`config.mk`:
```
export PLATFORM = sky130hd
export DESIGN_NAME = rstctl_top
export DESIGN_NICKNAME = d
export VERILOG_FILES = /design/src/rtl/rstctl_pkg.sv /design/src/rtl/rstctl_pin_filter.sv /design/src/rtl/rstctl_trap_detect.sv /design/src/rtl/rstctl_release_sync.sv /design/src/rtl/rstctl_status_reg.sv /design/src/rtl/rstctl_top.sv
export SDC_FILE = /design/constraint.sdc
export NUM_CORES = 1
export LEC_CHECK = 0
export BUFFER_PORTS_ARGS = -buffer_cell sky130_fd_sc_hd__buf_2
export CAP_MARGIN = 20
export CORE_ASPECT_RATIO = 0.9
export CORE_MARGIN = 3
export CORE_UTILIZATION = 35
export DETAILED_ROUTE_END_ITERATION = 8
export GPL_ROUTABILITY_DRIVEN = 0
export HOLD_SLACK_MARGIN = 0.05
export PLACE_DENSITY = 0.64
export SLEW_MARGIN = 10
export SYNTH_ARGS = -nofsm -noshare
export SYNTH_HDL_FRONTEND = slang
export SYNTH_HIERARCHICAL = 1
export SYNTH_SLANG_ARGS = --single-unit
```
`constraint.sdc`:
```
create_clock -name clk_i -period 4.9 [get_ports clk_i]
set_input_delay 0.735 -clock clk_i [delete_from_list [all_inputs] [get_ports clk_i]]
set_output_delay 0.735 -clock clk_i [all_outputs]
set_load 0.02 [all_outputs]
```
`src/rtl/rstctl_pkg.sv`:
```
// Package: shared constants for the reset controller.
// Fixes the status flag positions and the hard-trap level range.
package rstctl_pkg;
    localparam int STAT_W    = 16;
    localparam int LVL_W     = 4;
    localparam int FLAG_TRAP = 15;
    localparam int FLAG_EXT  = 7;
    localparam int FLAG_SW   = 6;
    localparam int FLAG_WDT  = 4;
    localparam int HARD_LO   = 13;
    localparam int HARD_HI   = 15;
    localparam logic [STAT_W-1:0] FLAG_MASK =
        (STAT_W'(1) << FLAG_TRAP) | (STAT_W'(1) << FLAG_EXT) |
        (STAT_W'(1) << FLAG_SW)   | (STAT_W'(1) << FLAG_WDT);
endpackage

```
`src/rtl/rstctl_pin_filter.sv`:
```
// Module: external pin synchronizer and minimum-width filter.
// Assumes the pin is asynchronous and active low.
// qual_o is high while the synchronized pin has stayed low for at least MIN_W consecutive cycles.
module rstctl_pin_filter #(
    parameter int MIN_W = 8
) (
    input  logic clk_i,
    input  logic rst_ni,
    input  logic pin_ni,
    output logic qual_o
);
    localparam int CNT_W = $clog2(MIN_W + 1);
    localparam logic [CNT_W-1:0] MIN_CNT = CNT_W'(MIN_W);

    logic [1:0]       sync_q;
    logic [CNT_W-1:0] cnt_q;

    // Two-flop synchronizer; idles high (pin released).
    always_ff @(posedge clk_i) begin
        if (!rst_ni) sync_q <= 2'b11;
        else         sync_q <= {sync_q[0], pin_ni};
    end

    // Saturating count of consecutive synchronized low cycles.
    always_ff @(posedge clk_i) begin
        if (!rst_ni)              cnt_q <= '0;
        else if (sync_q[1])       cnt_q <= '0;
        else if (cnt_q != MIN_CNT) cnt_q <= cnt_q + 1'b1;
    end

    assign qual_o = (cnt_q == MIN_CNT);
endmodule

```
`src/rtl/rstctl_trap_detect.sv`:
```
// Module: hard-trap conflict detector.
// A conflict is a valid incoming hard trap whose level is above the hard level currently being serviced.
// Purely combinational; the caller registers the result.
module rstctl_trap_detect
    import rstctl_pkg::*;
(
    input  logic             new_i,
    input  logic [LVL_W-1:0] cur_lvl_i,
    input  logic [LVL_W-1:0] new_lvl_i,
    output logic             conflict_o
);
    localparam logic [LVL_W-1:0] LO = LVL_W'(HARD_LO);
    localparam logic [LVL_W-1:0] HI = LVL_W'(HARD_HI);

    logic cur_hard, new_hard;

    // Classify both levels and compare priority.
    always_comb begin
        cur_hard   = (cur_lvl_i >= LO) && (cur_lvl_i <= HI);
        new_hard   = (new_lvl_i >= LO) && (new_lvl_i <= HI);
        conflict_o = new_i && cur_hard && new_hard && (cur_lvl_i < new_lvl_i);
    end
endmodule

```
`src/rtl/rstctl_release_sync.sv`:
```
// Module: asynchronous-assert, synchronous-release stretcher.
// Assumes STAGES >= 2.
// The output follows hit_i at once and drops STAGES clock edges after hit_i goes away.
module rstctl_release_sync #(
    parameter int STAGES = 2
) (
    input  logic clk_i,
    input  logic rst_ni,
    input  logic hit_i,
    output logic rst_o
);
    logic [STAGES-1:0] st_q;

    // Load all ones on a hit; otherwise shift zeros toward the output stage.
    always_ff @(posedge clk_i) begin
        if (!rst_ni)    st_q <= '0;
        else if (hit_i) st_q <= '1;
        else            st_q <= {st_q[STAGES-2:0], 1'b0};
    end

    assign rst_o = hit_i | st_q[STAGES-1];
endmodule

```
`src/rtl/rstctl_status_reg.sv`:
```
// Module: sticky reset-cause flags.
// Each flag is set by its cause and cleared by a write of zero to that bit.
// Set wins over clear; bits outside FLAG_MASK read zero.
module rstctl_status_reg
    import rstctl_pkg::*;
(
    input  logic              clk_i,
    input  logic              rst_ni,
    input  logic [STAT_W-1:0] set_i,
    input  logic              wr_i,
    input  logic [STAT_W-1:0] wdata_i,
    output logic [STAT_W-1:0] stat_o
);
    logic [STAT_W-1:0] stat_q, keep;

    // Bits kept after an optional software write.
    always_comb keep = wr_i ? (stat_q & wdata_i) : stat_q;

    // Flag update: keep, then merge new causes.
    always_ff @(posedge clk_i) begin
        if (!rst_ni) stat_q <= '0;
        else         stat_q <= (keep | set_i) & FLAG_MASK;
    end

    assign stat_o = stat_q;
endmodule

```
`src/rtl/rstctl_top.sv`:
```
// Module: multi-source reset controller top.
// Merges the filtered pin, software strobe, watchdog time-out and trap conflict into sys_rst_o, and records the causes.
// A watchdog time-out in sleep or idle becomes a one-cycle wake request.
// rst_ni is the controller's own power-up reset and is never driven from sys_rst_o.
module rstctl_top
    import rstctl_pkg::*;
#(
    parameter int MIN_PULSE  = 8,
    parameter int REL_STAGES = 2
) (
    input  logic              clk_i,
    input  logic              rst_ni,
    input  logic              ext_rst_ni,
    input  logic              sw_rst_i,
    input  logic              wdt_to_i,
    input  logic              sleep_i,
    input  logic              idle_i,
    input  logic [LVL_W-1:0]  trap_cur_lvl_i,
    input  logic              trap_new_i,
    input  logic [LVL_W-1:0]  trap_new_lvl_i,
    input  logic              stat_wr_i,
    input  logic [STAT_W-1:0] stat_wdata_i,
    output logic              sys_rst_o,
    output logic              wake_o,
    output logic [STAT_W-1:0] status_o
);
    logic ext_qual, conflict, wdt_hit, wdt_wake, wdt_rst;
    logic sw_q, trap_q, wake_q;
    logic [STAT_W-1:0] set_vec;

    rstctl_pin_filter #(.MIN_W(MIN_PULSE)) filt_i (
        .clk_i (clk_i), .rst_ni(rst_ni), .pin_ni(ext_rst_ni), .qual_o(ext_qual)
    );

    rstctl_trap_detect trap_i (
        .new_i(trap_new_i), .cur_lvl_i(trap_cur_lvl_i),
        .new_lvl_i(trap_new_lvl_i), .conflict_o(conflict)
    );

    // Split the watchdog event by the core's power state.
    always_comb begin
        wdt_hit  = wdt_to_i & ~(sleep_i | idle_i);
        wdt_wake = wdt_to_i &  (sleep_i | idle_i);
    end

    rstctl_release_sync #(.STAGES(REL_STAGES)) rel_i (
        .clk_i(clk_i), .rst_ni(rst_ni), .hit_i(wdt_hit), .rst_o(wdt_rst)
    );

    // One-cycle reset pulses for software and trap causes, and the wake pulse.
    always_ff @(posedge clk_i) begin
        if (!rst_ni) begin
            sw_q   <= 1'b0;
            trap_q <= 1'b0;
            wake_q <= 1'b0;
        end else begin
            sw_q   <= sw_rst_i;
            trap_q <= conflict;
            wake_q <= wdt_wake;
        end
    end

    // Map each cause to its flag position.
    always_comb begin
        set_vec            = '0;
        set_vec[FLAG_TRAP] = conflict;
        set_vec[FLAG_EXT]  = ext_qual;
        set_vec[FLAG_SW]   = sw_rst_i;
        set_vec[FLAG_WDT]  = wdt_hit;
    end

    rstctl_status_reg stat_i (
        .clk_i(clk_i), .rst_ni(rst_ni), .set_i(set_vec),
        .wr_i(stat_wr_i), .wdata_i(stat_wdata_i), .stat_o(status_o)
    );

    assign sys_rst_o = ext_qual | sw_q | trap_q | wdt_rst;
    assign wake_o    = wake_q;
endmodule

```
==> results of run 1 <==
area by class of cell:
| cell class | instances | area [um^2] | share of cell area (%) |
|---|---|---|---|
| Clock buffer | 4 | 26.3 | 2.80 |
| Timing Repair Buffer | 26 | 130 | 13.9 |
| Multi-Input combinational cell | 60 | 432 | 46.0 |
| Sequential cell | 15 | 300 | 32.0 |
| Tap cell | 25 | 31.3 | 3.33 |
| Inverter | 5 | 18.8 | 2.00 |
per-stage QoR:
| stage | hold slack [ns] | util [%] | instances | instance area, um^2 | worst slack, ns |
|---|---|---|---|---|---|
| floorplan | 0.385 | - | 93 | 852 | 2.49 |
| CTS | 0.419 | 45.9 | 135 | 938 | 2.28 |
| detailed placement | 0.395 | 44.6 | 131 | 912 | 2.31 |
| finish | 0.414 | 45.9 | 135 | 938 | 2.31 |
| global route | 0.452 | 45.9 | 135 | 938 | 2.17 |
| global placement | 0.386 | 44.6 | 131 | 912 | 2.32 |
layer usage:
metal  vias up  GRT usage (%)  routed length (um)
li1        311              -                   -
met1       276           11.7                 607
met3         2           2.98                 115
met2        24           19.2                 697
met5         -              0                   0
met4         0           5.79                   9
state kept, by name, indices dropped and copies added (netlist names):
signal,count
stat_i/stat_o,4
trap_q,1
sw_q,1
filt_i/cnt_q,4
filt_i/sync_q,2
wake_o,1
rel_i/st_q,2
where the power goes:
part	switching [mW]	leakage, nW	total [mW]	internal, mW
Sequential	0.00163	0.122	0.127	0.125
Combinational	0.0229	0.316	0.0377	0.0149
Clock	0.0369	0.0150	0.0684	0.0315
worst max-delay path: stages (launching register included):
cell,delay [ns]
sky130_fd_sc_hd__dfxtp_1,0.41
sky130_fd_sc_hd__inv_1,0.06
sky130_fd_sc_hd__ha_1,0.18
sky130_fd_sc_hd__and3b_1,0.26
sky130_fd_sc_hd__or4_1,0.51
sky130_fd_sc_hd__buf_2,0.17
worst paths after layout:
check | from | end | slack (ns)
min | filt_i/sync_q[0] | filt_i/sync_q[1] | 0.41
max | filt_i/cnt_q[0] | sys_rst_o | 2.31
max reg2reg | filt_i/cnt_q[0] | filt_i/cnt_q[2] | 3.65
min reg2reg | filt_i/sync_q[0] | filt_i/sync_q[1] | 0.41
==> impl_metrics.toml, run 1 <==
[final_layout]
insertedDiodeCount = 0
fillCellCount = 204
commonest_non_fill_non_tap_cell_in_the_layout = "sky130_fd_sc_hd__buf_2"
post_route_cells_drive_above_1_share_pct = 31.8
final_nets = 149
synthToLayoutAreaGrowth_pct = 15.7
most-common-layout-cells = "sky130_fd_sc_hd__buf_2, sky130_fd_sc_hd__dfxtp_1, sky130_fd_sc_hd__conb_1"

[timing]
setup_viol = 0
finalCritPeriodShare_pct = 52.9
max_clock_freq_ghz = 0.386
final_hold_viol_count = 0
rsz0062_at_grt = "no"
tightest_slew_ns = 0.577
min_period_ns = 2.59
max_slew_margin_pct = 61.5
finalSetupTns_ns = 0
finalMaxSlewViolations = 0
final.setup_skew_ns = 0.00440

[route]
drt.antenna.violating_nets = 0
wl_per_cell_um = 10.6
via_total_after_detailed_routing = 613
post_route_wl_mm = 1.43
drt_pass1_iterations = 4
route.detailed.drc = 0
initial_drt_markers = 5
drt-vias-per-instance = 4.54

[critical_path]
critPathMaxFanout = 6
path_class = "register to output port"
critical_path.endpoint_type = "output port"
worstPathRequired_ns = 4.16
number_of_cells_on_the_worst_reg_to_reg_path = 4
crit_arrival_ns = 1.86
crit_path_start_kind = "register"

[cts]
holdBufCountCts = 0
clock_tree.buffer_depth = 2
post-cts-setup-buffers = 0
clkSlewWorstSetupHoldPaths_ns = 0.09
clock_tree_from_tritoncts = "yes"
clk_root_buffer_cell = "sky130_fd_sc_hd__clkbuf_4"
clock_latency_ns = 0.28
tritoncts_num_sinks = 15
number_of_resized_instances_in_the_post_cts_repair_step = 0
number_of_clock_buffers_inserted_by_tritoncts = 3
htreeDepth = 1

[die]
floorplan.rows = 15
initial_utilization_pct = 39.6
width_of_the_die_um = 56.7
floorplan.die_area_um2 = 2930
core_region_area_um2 = 2050
floorplan.die.height_um = 51.7
design.portCount = 51

[grt]
grt_pass1_vias = 555
grt_use_total_pct = 10.8
grt_antenna_before_repair = 0
grt_start_max_net_pins = 19
grt_pass1_wl_mm = 2.43
grt_overflow = 0

[placement]
post-dp-hpwl_mm = 1.12
port_buffers = 26

[worst_hold_path]
worst_hold_path_type = "register to register"
whs_path_depth = 1

[status]
outcome = "finished, final reports clean"

[yosys]
syn_avg_cell_area_um2 = 9.89
synth-warning-count = 6
syn-cell-area_um2 = 811
synth_cells = 82

[pwr]
max-vdd-ir-drop_v = 0.000116
fin_total_pwr_mw = 0.233
power_leakage_nw = 0.453
pwr_density_cell_nw_per_um2 = 248

[run]
drv_cap = 0
Note: power is estimated with default switching activity, not from simulation.
==> run 2, diff against run 1 <==
--- a/config.mk
+++ b/config.mk
@@ -13,7 +13,7 @@
 export DETAILED_ROUTE_END_ITERATION = 8
 export GPL_ROUTABILITY_DRIVEN = 0
 export HOLD_SLACK_MARGIN = 0.05
-export PLACE_DENSITY = 0.64
+export PLACE_DENSITY = 0.66
 export SLEW_MARGIN = 10
 export SYNTH_ARGS = -nofsm -noshare
 export SYNTH_HDL_FRONTEND = slang
==> constraint.sdc (replaced) <==
create_clock -name clk_i -period 2.1 [get_ports clk_i]
set_input_delay 0.315 -clock clk_i [delete_from_list [all_inputs] [get_ports clk_i]]
set_output_delay 0.315 -clock clk_i [all_outputs]
set_load 0.02 [all_outputs]
==> run 2 against run 1 <==
Clock-buffer cell count decreased by 1; worst hold slack got worse by 0.21 ns; sequential share of layout area is 0.76 points lower; final cell count rose by 2.2%; power up 140%; clock power grew 140%; non-clock buffer count up 3; via count rose by 2.4%; cell area rose by 4.1%; register-to-register slack got worse by 2.8 ns; setup slack lost 2.2 ns; critical endpoint unchanged.
==> impl_metrics.toml, run 2 (synthesized netlist as in run 1, its figures left out) <==
[timing]
finalCritPeriodShare_pct = 96.1
final_hold_viol_count = 0
finalMaxSlewViolations = 0
setup_viol = 0
finalSetupTns_ns = 0
hold_ws_ns = 0.204
final.setup_skew_ns = 0.000944
max_clock_freq_ghz = 0.496
min_period_ns = 2.02
timing.final.ws_setup_ns = 0.0826
rsz0062_at_grt = "no"

[critical_path]
crit_path_start_kind = "register"
path_class = "register to output port"
worstPathRequired_ns = 1.78
critical-path-slowest-cell = "sky130_fd_sc_hd__or4_4"
critical_path.endpoint_type = "output port"
worstPathCellList = "inv_1 -> ha_1 -> and3b_1 -> or4_4 -> buf_6"
cp_slowest_stage_delay_ns = 0.51
crit_arrival_ns = 1.70
critical-path-top-delay-family = "simple AND/OR/NAND/NOR gates"
crit_path_buffers_inverters = 2
critPathMaxFanout = 3

[grt]
grt_pass1_vias = 582
grt_antenna_before_repair = 0
grt_use_total_pct = 10.9
grt_start_max_net_pins = 19
grt_pass1_wl_mm = 2.46
grt_overflow = 0

[die]
floorplan.die.height_um = 51.7
initial_utilization_pct = 39.6
floorplan.rows = 15
design.portCount = 51
floorplan.die_area_um2 = 2930
core_region_area_um2 = 2050
width_of_the_die_um = 56.7

[route]
drt-vias-per-instance = 4.55
wl_per_cell_um = 10.3
via_total_after_detailed_routing = 628
route.detailed.drc = 0
post_route_wl_mm = 1.42
initial_drt_markers = 2
drt_pass1_iterations = 4
drt.antenna.violating_nets = 0

[final_layout]
fillCellCount = 189
post_route_cells_drive_above_1_share_pct = 37.2
insertedDiodeCount = 0
final_nets = 152
commonest_non_fill_non_tap_cell_in_the_layout = "sky130_fd_sc_hd__buf_2"
final-instance-count-excl-fill = 138
most-common-layout-cells = "sky130_fd_sc_hd__buf_2, sky130_fd_sc_hd__dfxtp_1, sky130_fd_sc_hd__conb_1"
synthToLayoutAreaGrowth_pct = 20.5
ff_latch_area_um2 = 305
multi_input_comb_area_um2 = 435
fin_util_pct = 47.8

[cts]
clock_tree.buffer_depth = 2
clk_root_buffer_cell = "sky130_fd_sc_hd__clkbuf_4"
htreeDepth = 1
clock_latency_ns = 0.28
holdBufCountCts = 0
clock_tree_from_tritoncts = "yes"
clkSlewWorstSetupHoldPaths_ns = 0.09
tritoncts_num_sinks = 15
number_of_clock_buffers_inserted_by_tritoncts = 3

[placement]
pre_cts_ws_ns = 0.321
port_buffers = 26
post-dp-hpwl_mm = 1.14
place.detailed.instances = 133

[pwr]
power_leakage_nw = 0.475
max-vdd-ir-drop_v = 0.000373
pwr_density_cell_nw_per_um2 = 564

[status]
outcome = "finished, final reports clean"

[worst_hold_path]
worst_hold_path_type = "primary input to register"

[run]
drv_cap = 0
==> run 2: worst paths after layout <==
kind                     from          endpoint  slack, ns  cells past startpoint
min reg2reg  filt_i/sync_q[0]  filt_i/sync_q[1]       0.41                      1
max reg2reg   filt_i/cnt_q[0]   filt_i/cnt_q[2]       0.86                      5
min                ext_rst_ni  filt_i/sync_q[0]       0.20                      2
max           filt_i/cnt_q[0]         sys_rst_o       0.08                      5
==> run 2: final cells by class <==
cell class                      count  share of cell area [%]
Tap cell                           25                    3.20
Clock buffer                        3                    2.30
Timing Repair Buffer               29                    16.3
Sequential cell                    15                    31.2
Clock inverter                      1                   0.512
Inverter                            5                    1.92
Multi-Input combinational cell     60                    44.6
==> run 2: power by group <==
| part | switching, mW | internal, mW | leakage (nW) |
|---|---|---|---|
| sequential | 0.00364 | 0.291 | 0.124 |
| clock | 0.0915 | 0.0706 | 0.0177 |
| combinational | 0.0546 | 0.0398 | 0.333 |
==> run 2: repair_timing <==
action | in CTS | in global routing
setup buffers | 0 | 1
pin swaps | 0 | 0
cloned | 0 | 0
endpoints found under the hold margin | 0 | 0
endpoints found under the setup margin | 1 | 1
resized for setup | 1 | 5
==> run 2: metrics by stage <==
| stage | power (mW) | area, um^2 |
|---|---|---|
| after floorplan | 0.372 | 852 |
| after global placement | 0.389 | 927 |
| after detailed placement | 0.392 | 927 |
| after CTS | 0.559 | 956 |
| after global routing | 0.587 | 977 |
| final | 0.552 | 977 |
==> run 2: layer usage <==
layer,up-vias,track usage (%),share of wire [%]
li1,321,-,-
met1,279,11.8,45
met2,28,19.2,46
met3,0,4.71,9.4
met4,0,3.47,0
met5,-,0,0
